$ cat src/rtl/lpw_pkg.sv
// Shared types and helpers for the low-power wake-up controller.
// Assumes the mode encoding 00 Normal, 01 Standby, 10 Sleep, 11 Stop,
// so bit 1 alone marks a low-power state.
package lpw_pkg;

    typedef enum logic [1:0] {
        MODE_NORMAL  = 2'b00,
        MODE_STANDBY = 2'b01,
        MODE_SLEEP   = 2'b10,
        MODE_STOP    = 2'b11
    } lp_mode_e;

    localparam int LPC_W        = 4;
    localparam int LPC_AUTO_BIT = 0;   // automatic bias switching
    localparam int LPC_FWU_BIT  = 1;   // timed forced wake
    localparam int LPC_XCVR_BIT = 2;   // transceiver wake enable
    localparam int LPC_BIAS_BIT = 3;   // bias routed to the wake lines

    localparam logic [1:0] SENS_OFF  = 2'b00;
    localparam logic [1:0] SENS_HIGH = 2'b01;
    localparam logic [1:0] SENS_LOW  = 2'b10;
    localparam logic [1:0] SENS_EDGE = 2'b11;

    // Decide whether one line meets its pair's sensitivity code.
    function automatic logic sens_match(input logic [1:0] code,
                                        input logic cur, input logic snap);
        case (code)
            SENS_HIGH: return cur;
            SENS_LOW:  return !cur;
            SENS_EDGE: return cur != snap;
            default:   return 1'b0;
        endcase
    endfunction

endpackage

$ cat src/rtl/lpw_cfg_regs.sv
// Holds the sensitivity and control fields. Writes are accepted only
// outside low power, and a control write that would enable cyclic
// sensing together with forced wake is dropped whole.
module lpw_cfg_regs
    import lpw_pkg::*;
#(
    parameter int SENS_W = 4,
    parameter int CFG_W  = 4
) (
    input  logic              clk,
    input  logic              rst_n,
    input  logic              lp_i,
    input  logic              we_i,
    input  logic              sel_i,
    input  logic [CFG_W-1:0]  wdata_i,
    output logic [SENS_W-1:0] sens_o,
    output logic [LPC_W-1:0]  lpc_o
);

    logic [SENS_W-1:0] sens_q;
    logic [LPC_W-1:0]  lpc_q;
    logic              both_req;

    // Flag a control value asking for cyclic and forced wake together.
    assign both_req = wdata_i[LPC_BIAS_BIT] && wdata_i[LPC_AUTO_BIT]
                   && wdata_i[LPC_FWU_BIT];

    // Register writes, gated by mode and by the exclusion rule.
    always_ff @(posedge clk) begin
        if (!rst_n) begin
            sens_q <= '0;
            lpc_q  <= '0;
        end else if (we_i && !lp_i) begin
            if (!sel_i)
                sens_q <= wdata_i[SENS_W-1:0];
            else if (!both_req)
                lpc_q <= wdata_i[LPC_W-1:0];
        end
    end

    assign sens_o = sens_q;
    assign lpc_o  = lpc_q;

    assert_cfg_frozen_R11: assert property (@(posedge clk) disable iff (!rst_n)
        lp_i |=> ($stable(sens_q) && $stable(lpc_q)))
        else $error("configuration changed during low power");

    assert_exclusive_R6: assert property (@(posedge clk) disable iff (!rst_n)
        !(lpc_q[LPC_BIAS_BIT] && lpc_q[LPC_AUTO_BIT] && lpc_q[LPC_FWU_BIT]))
        else $error("cyclic sensing and forced wake both enabled");

endmodule

$ cat src/rtl/lpw_timers.sv
// Cyclic-sense frame counter and forced-wake dwell counter. Both hold at
// zero outside low power, so count 0 falls on the entry cycle.
// Assumes 2 <= BIAS_ON <= CYC_PERIOD and FWU_TIME >= 2.
module lpw_timers #(
    parameter int CYC_PERIOD = 16,
    parameter int BIAS_ON    = 4,
    parameter int FWU_TIME   = 40
) (
    input  logic clk,
    input  logic rst_n,
    input  logic lp_i,
    output logic bias_win_o,
    output logic sample_o,
    output logic fwu_due_o
);

    localparam int CW = $clog2(CYC_PERIOD + 1);
    localparam int FW = $clog2(FWU_TIME + 1);

    logic [CW-1:0] cyc_cnt;
    logic [FW-1:0] fwu_cnt;

    // Frame counter: wraps every CYC_PERIOD cycles while in low power.
    always_ff @(posedge clk) begin
        if (!rst_n || !lp_i)
            cyc_cnt <= '0;
        else if (cyc_cnt == CW'(CYC_PERIOD - 1))
            cyc_cnt <= '0;
        else
            cyc_cnt <= cyc_cnt + 1'b1;
    end

    // Dwell counter: saturates on the forced-wake cycle.
    always_ff @(posedge clk) begin
        if (!rst_n || !lp_i)
            fwu_cnt <= '0;
        else if (fwu_cnt != FW'(FWU_TIME - 1))
            fwu_cnt <= fwu_cnt + 1'b1;
    end

    assign bias_win_o = lp_i && (cyc_cnt < CW'(BIAS_ON));
    assign sample_o   = lp_i && (cyc_cnt == CW'(BIAS_ON - 1));
    assign fwu_due_o  = lp_i && (fwu_cnt == FW'(FWU_TIME - 1));

    assert_cyc_wrap_R4: assert property (@(posedge clk) disable iff (!rst_n)
        (cyc_cnt == CW'(CYC_PERIOD - 1)) |=> (cyc_cnt == '0))
        else $error("cyclic frame counter did not wrap");

    assert_fwu_hold_R7: assert property (@(posedge clk) disable iff (!rst_n)
        fwu_due_o |=> $stable(fwu_cnt))
        else $error("dwell counter moved past its limit");

endmodule

$ cat src/rtl/lpw_wake_core.sv
// Evaluates the wake sources and latches the first wake after entry.
// Assumes the timers report sample and dwell events for the current
// cycle. Entry (first cycle in low power) clears the record and
// evaluates nothing.
module lpw_wake_core
    import lpw_pkg::*;
#(
    parameter int NUM_LINES = 4
) (
    input  logic                 clk,
    input  logic                 rst_n,
    input  logic [1:0]           mode_i,
    input  logic [NUM_LINES-1:0] lines_i,
    input  logic                 xcvr_i,
    input  logic [NUM_LINES-1:0] sens_i,
    input  logic [LPC_W-1:0]     lpc_i,
    input  logic                 sample_i,
    input  logic                 fwu_due_i,
    output logic                 woken_o,
    output logic [NUM_LINES-1:0] wake_src_o,
    output logic                 timer_o,
    output logic                 xcvr_o,
    output logic                 supply_o,
    output logic                 irq_o
);

    logic                 lp, lp_q, woken_q, timer_q, xcvr_q, sup_q, irq_q;
    logic [NUM_LINES-1:0] snap_q, match, src_q;
    logic                 direct, cyclic, eval, line_hit, timer_hit, xcvr_hit;

    assign lp = mode_i[1];

    // Per-line sensitivity test, each line using its pair's code.
    for (genvar g = 0; g < NUM_LINES; g++) begin : g_line
        assign match[g] = sens_match(sens_i[2*(g/2) +: 2], lines_i[g], snap_q[g]);
    end

    // Decode the sensing mode and the qualified wake sources.
    always_comb begin
        direct    = !lpc_i[LPC_BIAS_BIT] && !lpc_i[LPC_AUTO_BIT];
        cyclic    = lpc_i[LPC_BIAS_BIT] && lpc_i[LPC_AUTO_BIT];
        eval      = lp && lp_q && !woken_q;
        line_hit  = eval && (|match) && (direct || (cyclic && sample_i));
        timer_hit = eval && lpc_i[LPC_FWU_BIT] && fwu_due_i;
        xcvr_hit  = eval && lpc_i[LPC_XCVR_BIT] && xcvr_i;
    end

    // Track the low-power state and snapshot the lines before entry.
    always_ff @(posedge clk) begin
        if (!rst_n) begin
            lp_q   <= 1'b0;
            snap_q <= '0;
        end else begin
            lp_q <= lp;
            if (!lp)
                snap_q <= lines_i;
        end
    end

    // Clear the record on entry; latch cause and response on first wake.
    always_ff @(posedge clk) begin
        if (!rst_n || (lp && !lp_q)) begin
            woken_q <= 1'b0;
            src_q   <= '0;
            timer_q <= 1'b0;
            xcvr_q  <= 1'b0;
            sup_q   <= 1'b0;
            irq_q   <= 1'b0;
        end else if (line_hit || timer_hit || xcvr_hit) begin
            woken_q <= 1'b1;
            src_q   <= line_hit ? match : '0;
            timer_q <= timer_hit;
            xcvr_q  <= xcvr_hit;
            sup_q   <= (mode_i == MODE_SLEEP);
            irq_q   <= (mode_i == MODE_STOP);
        end
    end

    assign woken_o    = woken_q;
    assign wake_src_o = src_q;
    assign timer_o    = timer_q;
    assign xcvr_o     = xcvr_q;
    assign supply_o   = sup_q;
    assign irq_o      = irq_q;

    assert_single_response_R9: assert property (@(posedge clk) disable iff (!rst_n)
        !(sup_q && irq_q))
        else $error("supply enable and interrupt raised together");

    assert_record_frozen_R10: assert property (@(posedge clk) disable iff (!rst_n)
        (woken_q && lp_q && lp) |=> $stable(src_q))
        else $error("wake record changed after the first wake");

    assert_timer_needs_enable_R7: assert property (@(posedge clk) disable iff (!rst_n)
        $rose(timer_q) |-> $past(lpc_i[LPC_FWU_BIT]))
        else $error("timer wake without forced-wake enable");

endmodule

$ cat src/rtl/lp_wake_ctrl.sv
// Top of the low-power wake-up controller: configuration registers,
// cyclic and dwell timers, and the wake evaluation core. Lines are
// assumed already digitised and synchronous to clk.
module lp_wake_ctrl
    import lpw_pkg::*;
#(
    parameter int NUM_PAIRS  = 2,
    parameter int CYC_PERIOD = 16,
    parameter int BIAS_ON    = 4,
    parameter int FWU_TIME   = 40,
    localparam int NUM_LINES = 2 * NUM_PAIRS,
    localparam int SENS_W    = 2 * NUM_PAIRS,
    localparam int CFG_W     = (SENS_W > LPC_W) ? SENS_W : LPC_W
) (
    input  logic                 clk,
    input  logic                 rst_n,
    input  logic [1:0]           mode_i,
    input  logic                 cfg_we_i,
    input  logic                 cfg_sel_i,
    input  logic [CFG_W-1:0]     cfg_wdata_i,
    input  logic [NUM_LINES-1:0] wake_lines_i,
    input  logic                 xcvr_wake_i,
    output logic [NUM_LINES-1:0] line_state_o,
    output logic [SENS_W-1:0]    sens_cfg_o,
    output logic [LPC_W-1:0]     lp_cfg_o,
    output logic                 bias_en_o,
    output logic                 supply_en_o,
    output logic                 irq_o,
    output logic [NUM_LINES-1:0] wake_src_o,
    output logic                 timer_wake_o,
    output logic                 xcvr_wake_o
);

    logic                 lp, bias_win, sample, fwu_due, woken;
    logic [SENS_W-1:0]    sens;
    logic [LPC_W-1:0]     lpc;
    logic [NUM_LINES-1:0] line_q;

    assign lp = mode_i[1];

    lpw_cfg_regs #(.SENS_W(SENS_W), .CFG_W(CFG_W)) u_cfg (
        .clk(clk), .rst_n(rst_n), .lp_i(lp), .we_i(cfg_we_i),
        .sel_i(cfg_sel_i), .wdata_i(cfg_wdata_i), .sens_o(sens), .lpc_o(lpc)
    );

    lpw_timers #(.CYC_PERIOD(CYC_PERIOD), .BIAS_ON(BIAS_ON), .FWU_TIME(FWU_TIME)) u_tmr (
        .clk(clk), .rst_n(rst_n), .lp_i(lp),
        .bias_win_o(bias_win), .sample_o(sample), .fwu_due_o(fwu_due)
    );

    lpw_wake_core #(.NUM_LINES(NUM_LINES)) u_core (
        .clk(clk), .rst_n(rst_n), .mode_i(mode_i), .lines_i(wake_lines_i),
        .xcvr_i(xcvr_wake_i), .sens_i(sens), .lpc_i(lpc), .sample_i(sample),
        .fwu_due_i(fwu_due), .woken_o(woken), .wake_src_o(wake_src_o),
        .timer_o(timer_wake_o), .xcvr_o(xcvr_wake_o),
        .supply_o(supply_en_o), .irq_o(irq_o)
    );

    // Register the raw line state for status readout.
    always_ff @(posedge clk) begin
        if (!rst_n) line_q <= '0;
        else        line_q <= wake_lines_i;
    end

    assign line_state_o = line_q;
    assign sens_cfg_o   = sens;
    assign lp_cfg_o     = lpc;
    assign bias_en_o    = bias_win && !woken
                       && lpc[LPC_BIAS_BIT] && lpc[LPC_AUTO_BIT];

    assert_bias_only_cyclic_R4: assert property (@(posedge clk) disable iff (!rst_n)
        bias_en_o |-> (lp && lpc[LPC_BIAS_BIT] && lpc[LPC_AUTO_BIT]))
        else $error("bias switch driven outside cyclic low power");

endmodule

$ cat config.mk
export PLATFORM = sky130hd
export DESIGN_NAME = lp_wake_ctrl
export DESIGN_NICKNAME = d
export VERILOG_FILES = /design/src/rtl/lpw_pkg.sv /design/src/rtl/lpw_cfg_regs.sv /design/src/rtl/lpw_timers.sv /design/src/rtl/lpw_wake_core.sv /design/src/rtl/lp_wake_ctrl.sv
export SDC_FILE = /design/constraint.sdc
export NUM_CORES = 1
export LEC_CHECK = 0
export CAP_MARGIN = 25
export CORE_MARGIN = 1.5
export CORE_UTILIZATION = 45
export DETAILED_ROUTE_END_ITERATION = 10
export PLACE_DENSITY = 0.75
export SLEW_MARGIN = 20
export SYNTH_ARGS = -nofsm -noshare
export SYNTH_HDL_FRONTEND = slang
export SYNTH_SLANG_ARGS = --single-unit
export TNS_END_PERCENT = 1
$ cat constraint.sdc
create_clock -name clk -period 1.8 [get_ports clk]
set_input_delay 0.45 -clock clk [delete_from_list [all_inputs] [get_ports clk]]
set_output_delay 0.45 -clock clk [all_outputs]
set_load 0.01 [all_outputs]
* After elaboration in Yosys (flattened, before gate mapping)
Index checks and enable logic that the tools add are counted.
Word-level totals: register bits after elaboration 37, input port bits 15, output and inout port bits 21, word-level logic and storage cells 79
Cells by class: reduce and logical (&&, ||, !) cells 40, equal/unequal tests 16, add/subtract/negate cells 2, multiplexer cells 5, bitwise gates (word level) 2, magnitude comparators 1
Operators with widths (number):
- logical AND 1 bit | 21
- == test 2 bit, second input constant | 6
- case mux 1 bit (3 select lines) | 4
- zero test 1 bit | 10
- adder 6 x 1 -> 6 bit, second input constant | 1
- == test 6 bit, second input constant | 1
- inequality test 6 bit, second input constant | 1
- adder 5 x 1 -> 5 bit, second input constant | 1
- == test 5 x 2 -> 1 bit, second input constant | 1
- == test 5 x 4 -> 1 bit, second input constant | 1
- logical OR 1 bit | 5
- < comparator 5 x 3 -> 1 bit, second input constant | 1
- == test 2 x 1 -> 1 bit, second input constant | 2
- two-way mux 4 bit | 1
- inequality test 1 bit | 4
- OR reduction 4 bit | 1
- AND reduction 3 bit | 1
- inverter 1 bit | 2
- AND reduction 2 bit | 1
- OR reduction 2 bit | 1

* Depth between registers and ports, before layout
Gate-level depths: netlist of the first run.
depth in word-level cells 7, mapped depth 8, gate-level depth less buffers 7

* Hierarchy
From an unflattened synthesis of the first run, not the netlist that was laid out.
Unflattened totals: cells, all modules 182, area total of the unflattened synthesis 1729.2 µm²
Modules (own cells, without submodules):
- lpw_wake_core | times used 1, cells each 95, area an instance 800.8 µm², sequential area each 280.3 µm²
- lpw_timers | times used 1, cells each 52, area an instance 481.7 µm², sequential area each 220.2 µm²
- lpw_cfg_regs | times used 1, cells each 26, area an instance 331.6 µm², sequential area each 160.2 µm²
- lp_wake_ctrl | times used 1, cells each 9, area an instance 115.1 µm², sequential area each 80.1 µm²

* Least setup slack after synthesis of the first run
OpenSTA, ideal clock, no wires.
path kind input -> register, from input port mode_i[1], to register u_core.sup_q, in the netlist u_core.supply_o, slack -0.109 ns, required time 1.678 ns, arrival time 1.787 ns, library setup time 0.122 ns, stages on the path 8, path buffers 2, path through buf_4 > inv_2 > or3_4 > o21bai_4 > o21ba_1 > buf_6 > o211ai_2 > o311a_1
On the way: cells in the longest elaborated chain, start to end 6, elaborated cells on any way between the ends 17
Ends and longest elaborated chain:
- start: declaration | line lp_wake_ctrl.sv:17 | input logic [1:0] mode_i,
- logical AND 1 bit (on tied branches) | line lpw_wake_core.sv:42, lpw_timers.sv:42
- logical AND 1 bit (on tied branches) | line lpw_wake_core.sv:42, lpw_wake_core.sv:43
- logical AND 1 bit (tied with other cells) | line lpw_wake_core.sv:43 | line_hit = eval && (|match) && (direct || (cyclic && sample_i));
- logical AND 1 bit (on tied branches) | line lpw_wake_core.sv:43, lpw_wake_core.sv:44
- logical OR 1 bit (2 in series) | line lpw_wake_core.sv:69 | end else if (line_hit || timer_hit || xcvr_hit) begin
- end signal: assignment | line lpw_wake_core.sv:74 | sup_q <= (mode_i == MODE_SLEEP);
- end: declaration | line lpw_wake_core.sv:27 | logic lp, lp_q, woken_q, timer_q, xcvr_q, sup_q, irq_q;
Parallel ways exist; a longest one is shown, timed or not. A chain may end at the register's enable or synchronous reset.

* Worst setup path after layout of the first run
from register u_core.snap_q[1], to register u_core.sup_q, in the netlist u_core.supply_o
On the way: cells in the longest elaborated chain, start to end 7
Ends and longest elaborated chain:
- start: declaration | line lpw_wake_core.sv:28 | logic [NUM_LINES-1:0] snap_q, match, src_q;
- start signal: assignment | line lpw_wake_core.sv:56 | snap_q <= lines_i;
- inequality test 1 bit | line lpw_pkg.sv:30 | SENS_EDGE: return cur != snap;
- case mux 1 bit (3 select lines) | line lpw_pkg.sv:27 | case (code)
- OR reduction 4 bit | line lpw_wake_core.sv:43
- logical AND 1 bit (2 in series) | line lpw_wake_core.sv:43
- logical OR 1 bit (2 in series) | line lpw_wake_core.sv:69
Every way passes these cells.

==> flow_summary.toml, run 1 <==
[status]
outcome = "finished, violations left"
violations = "setup timing"

[clocking]
cts_tree = "built"
clock_latency_ns = 0.28
cts_buffers = 5
cts.root.buffer_cell = "clkbuf_8"
cts_sinks = 37
clockBufferDepth = 2
clkTransAtPathRegs_ns = 0.07
htreeDepth = 2

[setup_path]
slowest_stage = "or3b_1"
cp.arrival_ns = 2.01
critPathLaunch = "u_core.snap_q[1]"
crit-reg2reg-launch = "u_core.snap_q[1]"
crit_chain = "or3b_1, a211oi_2, a2111oi_4, buf_4, o21ba_4, o311a_1"
path_max_fanout = 6
critPathKind = "reg -> reg"
crit_path_end_kind = "flip-flop"
slowest_delay_ns = 0.38
cp.required_ns = 1.98
critPathLaunchType = "flip-flop"

[power]
power_density_mw_per_mm2 = 651
power.internal_w = 0.00125
pwr-share-clk_pct = 33.4
power_frac_seq_pct = 52.5
power_switching_w = 0.000393
ir_drop_v = 0.000557
p_sw_share_pct = 24.0
p_leak_nw = 0.990
combPwrFrac_pct = 14.2

[layout]
final_common_cell = "buf_4"
final_cell_mix = "32 x buf_4, 31 x dfxtp_1, 29 x clkdlybuf4s50_1"
drive_gt1_share_pct = 27.0
final_core_util_pct = 68.8
fill_cells = 289
fin_nets = 273
diodes = 0
layout-area-overhead-vs-synth_pct = 47.8
final_cells = 304
final_area_mm2 = 0.00252

[yosys]
ys_seq_area_share_pct = 43.5
yosys_warnings = 0
yosysUniqueCellTypes = 44
syn_inst = 184
ys_seq_elements = 37
synth_ff_type = "dfxtp_1"
asyncSetResetFlopFracSynth_pct = 0
syn_area_per_cell_um2 = 9.26
syn-cell-area_mm2 = 0.00170
syn-num-nets = 202
synth_edf_count = 0

[timing]
setup_ws_ns = -0.0335
skew_ns = 0.00488
worstMarginPinSlew_ns = 0.355
fin_crit_sh_pct = 102
rsz0062_at_grt = "yes"
timing.fmax_mhz = 545
slew_headroom_pct = 76.3
hold_viol_final = 0
drv_slew = 0
period_minus_slack_ns = 1.83
setup_viol = 4
hold_ws_ns = 0.446

[floorplanning]
die_w_um = 64.5
die_y_um = 64.5
core_area_mm2 = 0.00366
num_rows = 22
start_util_pct = 46.5
io_pins = 36
die_area_mm2 = 0.00417

[placement]
gp_congestion = 0.836
numPortBuffers = 35
dpl.hpwl_um = 2950
dpl_worst_slack_ns = -0.539
dp_cells = 294
post_dp_cell_area_mm2 = 0.00235

[drt]
dr.pass1.iters = 4
drtIter0Drc = 61
drt-wirelength-per-cell_um = 13.3
routed_wl_um = 4050
via_count = 1599
met3WireLength_um = 176
vias_per_cell = 5.26
antenna_left = 0
routed.top_layer = "met4"
wl_met1_um = 1880
drc_errors = 0
route.met2.wl_um = 1870

[worst_hold_path]
hold_path.class = "in -> reg"
hp-start = "wake_lines_i[0]"

[global_routing]
first_global_vias = 1518
grt_max_degree = 11
grt_pass1_wl_um = 6760
grt_overflow = 0
antenna_found_initial = 0
track_usage_pct = 21.4

[job]
drv_cap = 0
==> synthesized netlist by cell type, types with 3 or more instances <==
library cell | count | share of area, %
nor2b_1 | 9 | 3.3
and2_1 | 4 | 1.5
xor2_1 | 4 | 2.1
nand3_1 | 15 | 4.4
mux2i_1 | 8 | 4.7
a21oi_1 | 8 | 2.3
nand2_1 | 14 | 3.1
o21ai_0 | 8 | 2.3
o221a_2 | 3 | 2.0
ha_1 | 3 | 2.2
or2_2 | 3 | 1.1
nor2_1 | 17 | 3.7
nor4bb_1 | 4 | 2.3
inv_1 | 6 | 1.3
dfxtp_1 | 37 | 43
==> metal layers <==
metal / GRT usage, % / vias to the layer above
met5: 0 / -
met4: 11.7 / 0
met3: 5.73 / 10
met2: 33.9 / 40
met1: 26.4 / 748
li1: - / 801
==> area by class of cell <==
class | instances | area, µm² | area share, %
clock buffers | 8 | 80.1 | 3.18
well taps | 48 | 60.1 | 2.38
multi-input cells | 134 | 990 | 39.3
flip-flops and latches | 37 | 751 | 29.8
inverters | 7 | 26.3 | 1.04
repair buffers | 70 | 612 | 24.3
==> worst paths after layout <==
check,end,slack [ns],cells after the start
hold reg to reg,u_tmr.cyc_cnt[0],0.45,1
setup / recovery,u_core.supply_o,-0.03,6
hold / removal,line_state_o[0],0.45,2
setup reg to reg,u_core.supply_o,-0.03,6
==> logic make-up (layout without fill, tap and decap cells) <==
| logic type | Yosys count | after routing | share of synthesized area, % |
|---|---|---|---|
| simple gates | 78 | 78 | 25.6 |
| compound gates | 39 | 39 | 17.3 |
| flops | 37 | 37 | 43.5 |
| buf+inv | 13 | 85 | 3.67 |
| mux | 8 | 8 | 4.70 |
| xor+xnor | 6 | 6 | 3.08 |
| fa+ha+maj | 3 | 3 | 2.20 |
==> power groups by stage <==
| stage | logic, W | clock network [W] | registers, W |
|---|---|---|---|
| floorplan | 0.0000893 | 0 | 0.000882 |
| global placement | 0.000217 | 0 | 0.000876 |
| detailed placement | 0.000220 | 0 | 0.000877 |
| CTS | 0.000223 | 0.000566 | 0.000859 |
| global route | 0.000251 | 0.000597 | 0.000862 |
| finish | 0.000232 | 0.000547 | 0.000860 |
==> through the flow <==
stage                     total power (W)  setup TNS [ns]
final                             0.00164         -0.0623
after floorplan                  0.000972               0
after global placement            0.00109           -5.35
after detailed placement          0.00110           -5.52
after global routing              0.00171          -0.397
after CTS                         0.00165         -0.0321
==> state kept, by name, indices dropped and copies added (netlist names) <==
| register | flops |
|---|---|
| u_core.snap_q | 4 |
| u_core.irq_o | 1 |
| u_core.timer_o | 1 |
| line_state_o | 4 |
| u_tmr.fwu_cnt | 6 |
| u_core.xcvr_o | 1 |
| u_tmr.cyc_cnt | 5 |
| u_cfg.lpc_o | 4 |
| u_cfg.sens_o | 4 |
| u_core.supply_o | 1 |
| u_core.wake_src_o | 4 |
| u_core.woken_o | 1 |
| u_core.lp_q | 1 |
==> worst max-delay path, delay by kind of cell, from the launching register on <==
kind | cells | cell delay [ns]
simple gates | 1 | 0.38
compound gates | 4 | 0.87
flops | 1 | 0.33
buf+inv | 1 | 0.15
==> timing repair <==
| item | in CTS | in global routing |
|---|---|---|
| gates resized for setup | 17 | 11 |
| hold buffers | 0 | 0 |
| pin swaps | 5 | 8 |
| buffers inserted | 0 | 2 |
| setup endpoints to repair | 12 | 9 |
Note: power is estimated with default switching activity, not from simulation.
==> run 2, diff against run 1 <==
CORE_MARGIN = 2   (was 1.5)
==> run 2 against run 1 <==
Net effect: the run still ends with setup timing left; wire length is 3.3% lower; setup slack better by 0.026 ns; non-clock buffer count is 2 higher; die area is 3.1% higher; critical path type unchanged; critical endpoint unchanged; highest routed layer unchanged.
==> flow_summary.toml, run 2 (synthesis gave the netlist of run 1 again) <==
[timing]
hold_viol_final = 0
period_minus_slack_ns = 1.81
setup_viol = 1
timing.fmax_mhz = 553
worstMarginPinSlew_ns = 0.302
slew_headroom_pct = 79.9
setup_ws_ns = -0.00768
fin_crit_sh_pct = 100
rsz0062_at_grt = "yes"
drv_slew = 0
skew_ns = 0.00383
finalSetupTns_ns = -0.00768

[setup_path]
crit_path_end_kind = "flip-flop"
crit-reg2reg-launch = "u_core.snap_q[1]"
reg2reg_to = "u_core.supply_o"
cp.arrival_ns = 1.98
crit_chain = "buf_6, nor4bb_4, o211a_1, a2111oi_2, buf_4, o21ba_4, o211ai_2, o311a_1"
slowest_delay_ns = 0.33
path_max_fanout = 5
critPathKind = "reg -> reg"
cp_top_family = "compound AO/OA/AOI/OAI gates"
slowest_stage = "dfxtp_2"
r2r_cells = 8
cp.required_ns = 1.98
crit_buf_inv = 2
critPathLaunchType = "flip-flop"
reg2reg_slack_ns = -0.008

[clocking]
cts_sinks = 37
clock_latency_ns = 0.28
cts.root.buffer_cell = "clkbuf_8"
clockBufferDepth = 2
cts_buffers = 5
cts_tree = "built"
hold_buffers = 0
clkTransAtPathRegs_ns = 0.07
htreeDepth = 2

[placement]
gp_congestion = 0.823
numPortBuffers = 35
dpl.hpwl_um = 2880
dpl_worst_slack_ns = -0.572
post_dp_cell_area_mm2 = 0.00236
dp_cells = 294

[global_routing]
grt_overflow = 0
grt_max_degree = 12
track_usage_pct = 19.7
grt_use_met3_pct = 5.82
grt_use_met1_pct = 25.7
met2_usage_pct = 30.4
grt_busiest_layer = "met2"
grt_pass1_wl_um = 6430
first_global_vias = 1447
antenna_found_initial = 0

[layout]
layout-area-overhead-vs-synth_pct = 51.1
final_cells = 306
final_area_mm2 = 0.00257
diodes = 0
largest_reg_flops = 6
fill_cells = 283
top_regs = "u_tmr.fwu_cnt (6), u_tmr.cyc_cnt (5)"
drive_gt1_share_pct = 30.6
top_register = "u_tmr.fwu_cnt"
final_common_cell = "buf_4"
seqCellArea_um2 = 751
final_cell_mix = "33 x buf_4, 31 x dfxtp_1, 29 x clkdlybuf4s50_1"
multi_input_area_mm2 = 0.00100
fin_nets = 275

[worst_hold_path]
hp-start = "u_tmr.cyc_cnt[0]"
min_path_cells = 1
hold_path.class = "reg -> reg"
min_to = "u_tmr.cyc_cnt[0]"

[power]
p_leak_nw = 1.02
ir_drop_v = 0.000400
power_density_mw_per_mm2 = 671

[floorplanning]
num_rows = 22
core_area_mm2 = 0.00366
die_y_um = 65.5
start_util_pct = 46.5
die_area_mm2 = 0.00430
die_w_um = 65.5
io_pins = 36

[drt]
antenna_left = 0
drtIter0Drc = 97
drt-wirelength-per-cell_um = 12.8
routed_wl_um = 3920
drc_errors = 0
via_count = 1570
dr.pass1.iters = 4
vias_per_cell = 5.13

[job]
drv_cap = 0

[status]
outcome = "finished, violations left"
violations = "setup timing"
==> run 2: final cells by class <==
| cell class | instances | share of cell area (%) |
|---|---|---|
| multi-input combinational | 134 | 38.9 |
| tap | 48 | 2.33 |
| clock buffer | 7 | 3.74 |
| sequential | 37 | 29.2 |
| inverter | 7 | 1.02 |
| clock inverter | 1 | 0.194 |
| timing repair buffer | 72 | 24.7 |
==> run 2: stage by stage <==
stage / hold WS [ns] / power (W) / utilization, %
floorplan: 0.418 / 0.000972 / -
global placement: 0.432 / 0.00109 / 64.6
detailed placement: 0.440 / 0.00110 / 64.6
CTS: 0.454 / 0.00173 / 68.4
global route: 0.471 / 0.00181 / 70.3
finish: 0.450 / 0.00173 / 70.3
==> run 2: per-layer routing <==
metal,wire (µm),vias up,share of wire [%]
met3,212,7,5.4
met1,1850,717,47
met2,1790,40,46
li1,-,806,-
met5,0,-,0
met4,63,0,1.6
==> run 2: how the worst max path moves through the flow <==
stage / start / end / slack (ns) / cells after the start
after global placement: mode_i[1] / bias_en_o / -0.54 / 4
final: u_core.snap_q[1] / u_core.supply_o / -0.008 / 8
after global routing: u_core.snap_q[1] / u_core.wake_src_o[2] / -0.1 / 9
after CTS: wake_lines_i[1] / u_core.supply_o / 0.004 / 9
after floorplan: u_cfg.sens_o[0] / u_core.supply_o / 0.004 / 6
after detailed placement: mode_i[1] / bias_en_o / -0.57 / 4
==> run 2: power by group <==
group,internal [W],total (W),switching [W]
combinational,0.000135,0.000239,0.000103
sequential,0.000842,0.000860,0.0000182
clock,0.000346,0.000628,0.000282
==> run 2: what timing repair did <==
item	CTS	global route
gates cloned	0	0
buffers inserted	0	4
pin swaps	4	6
hold endpoints to repair	0	0
endpoints found under the setup margin	12	9
gates resized for setup	17	16
==> run 3, diff against run 2 <==
SLEW_MARGIN = default   (was 20)
==> results of run 3 <==
Same layout as run 2: the final DEF is identical, and so are final timing and power.
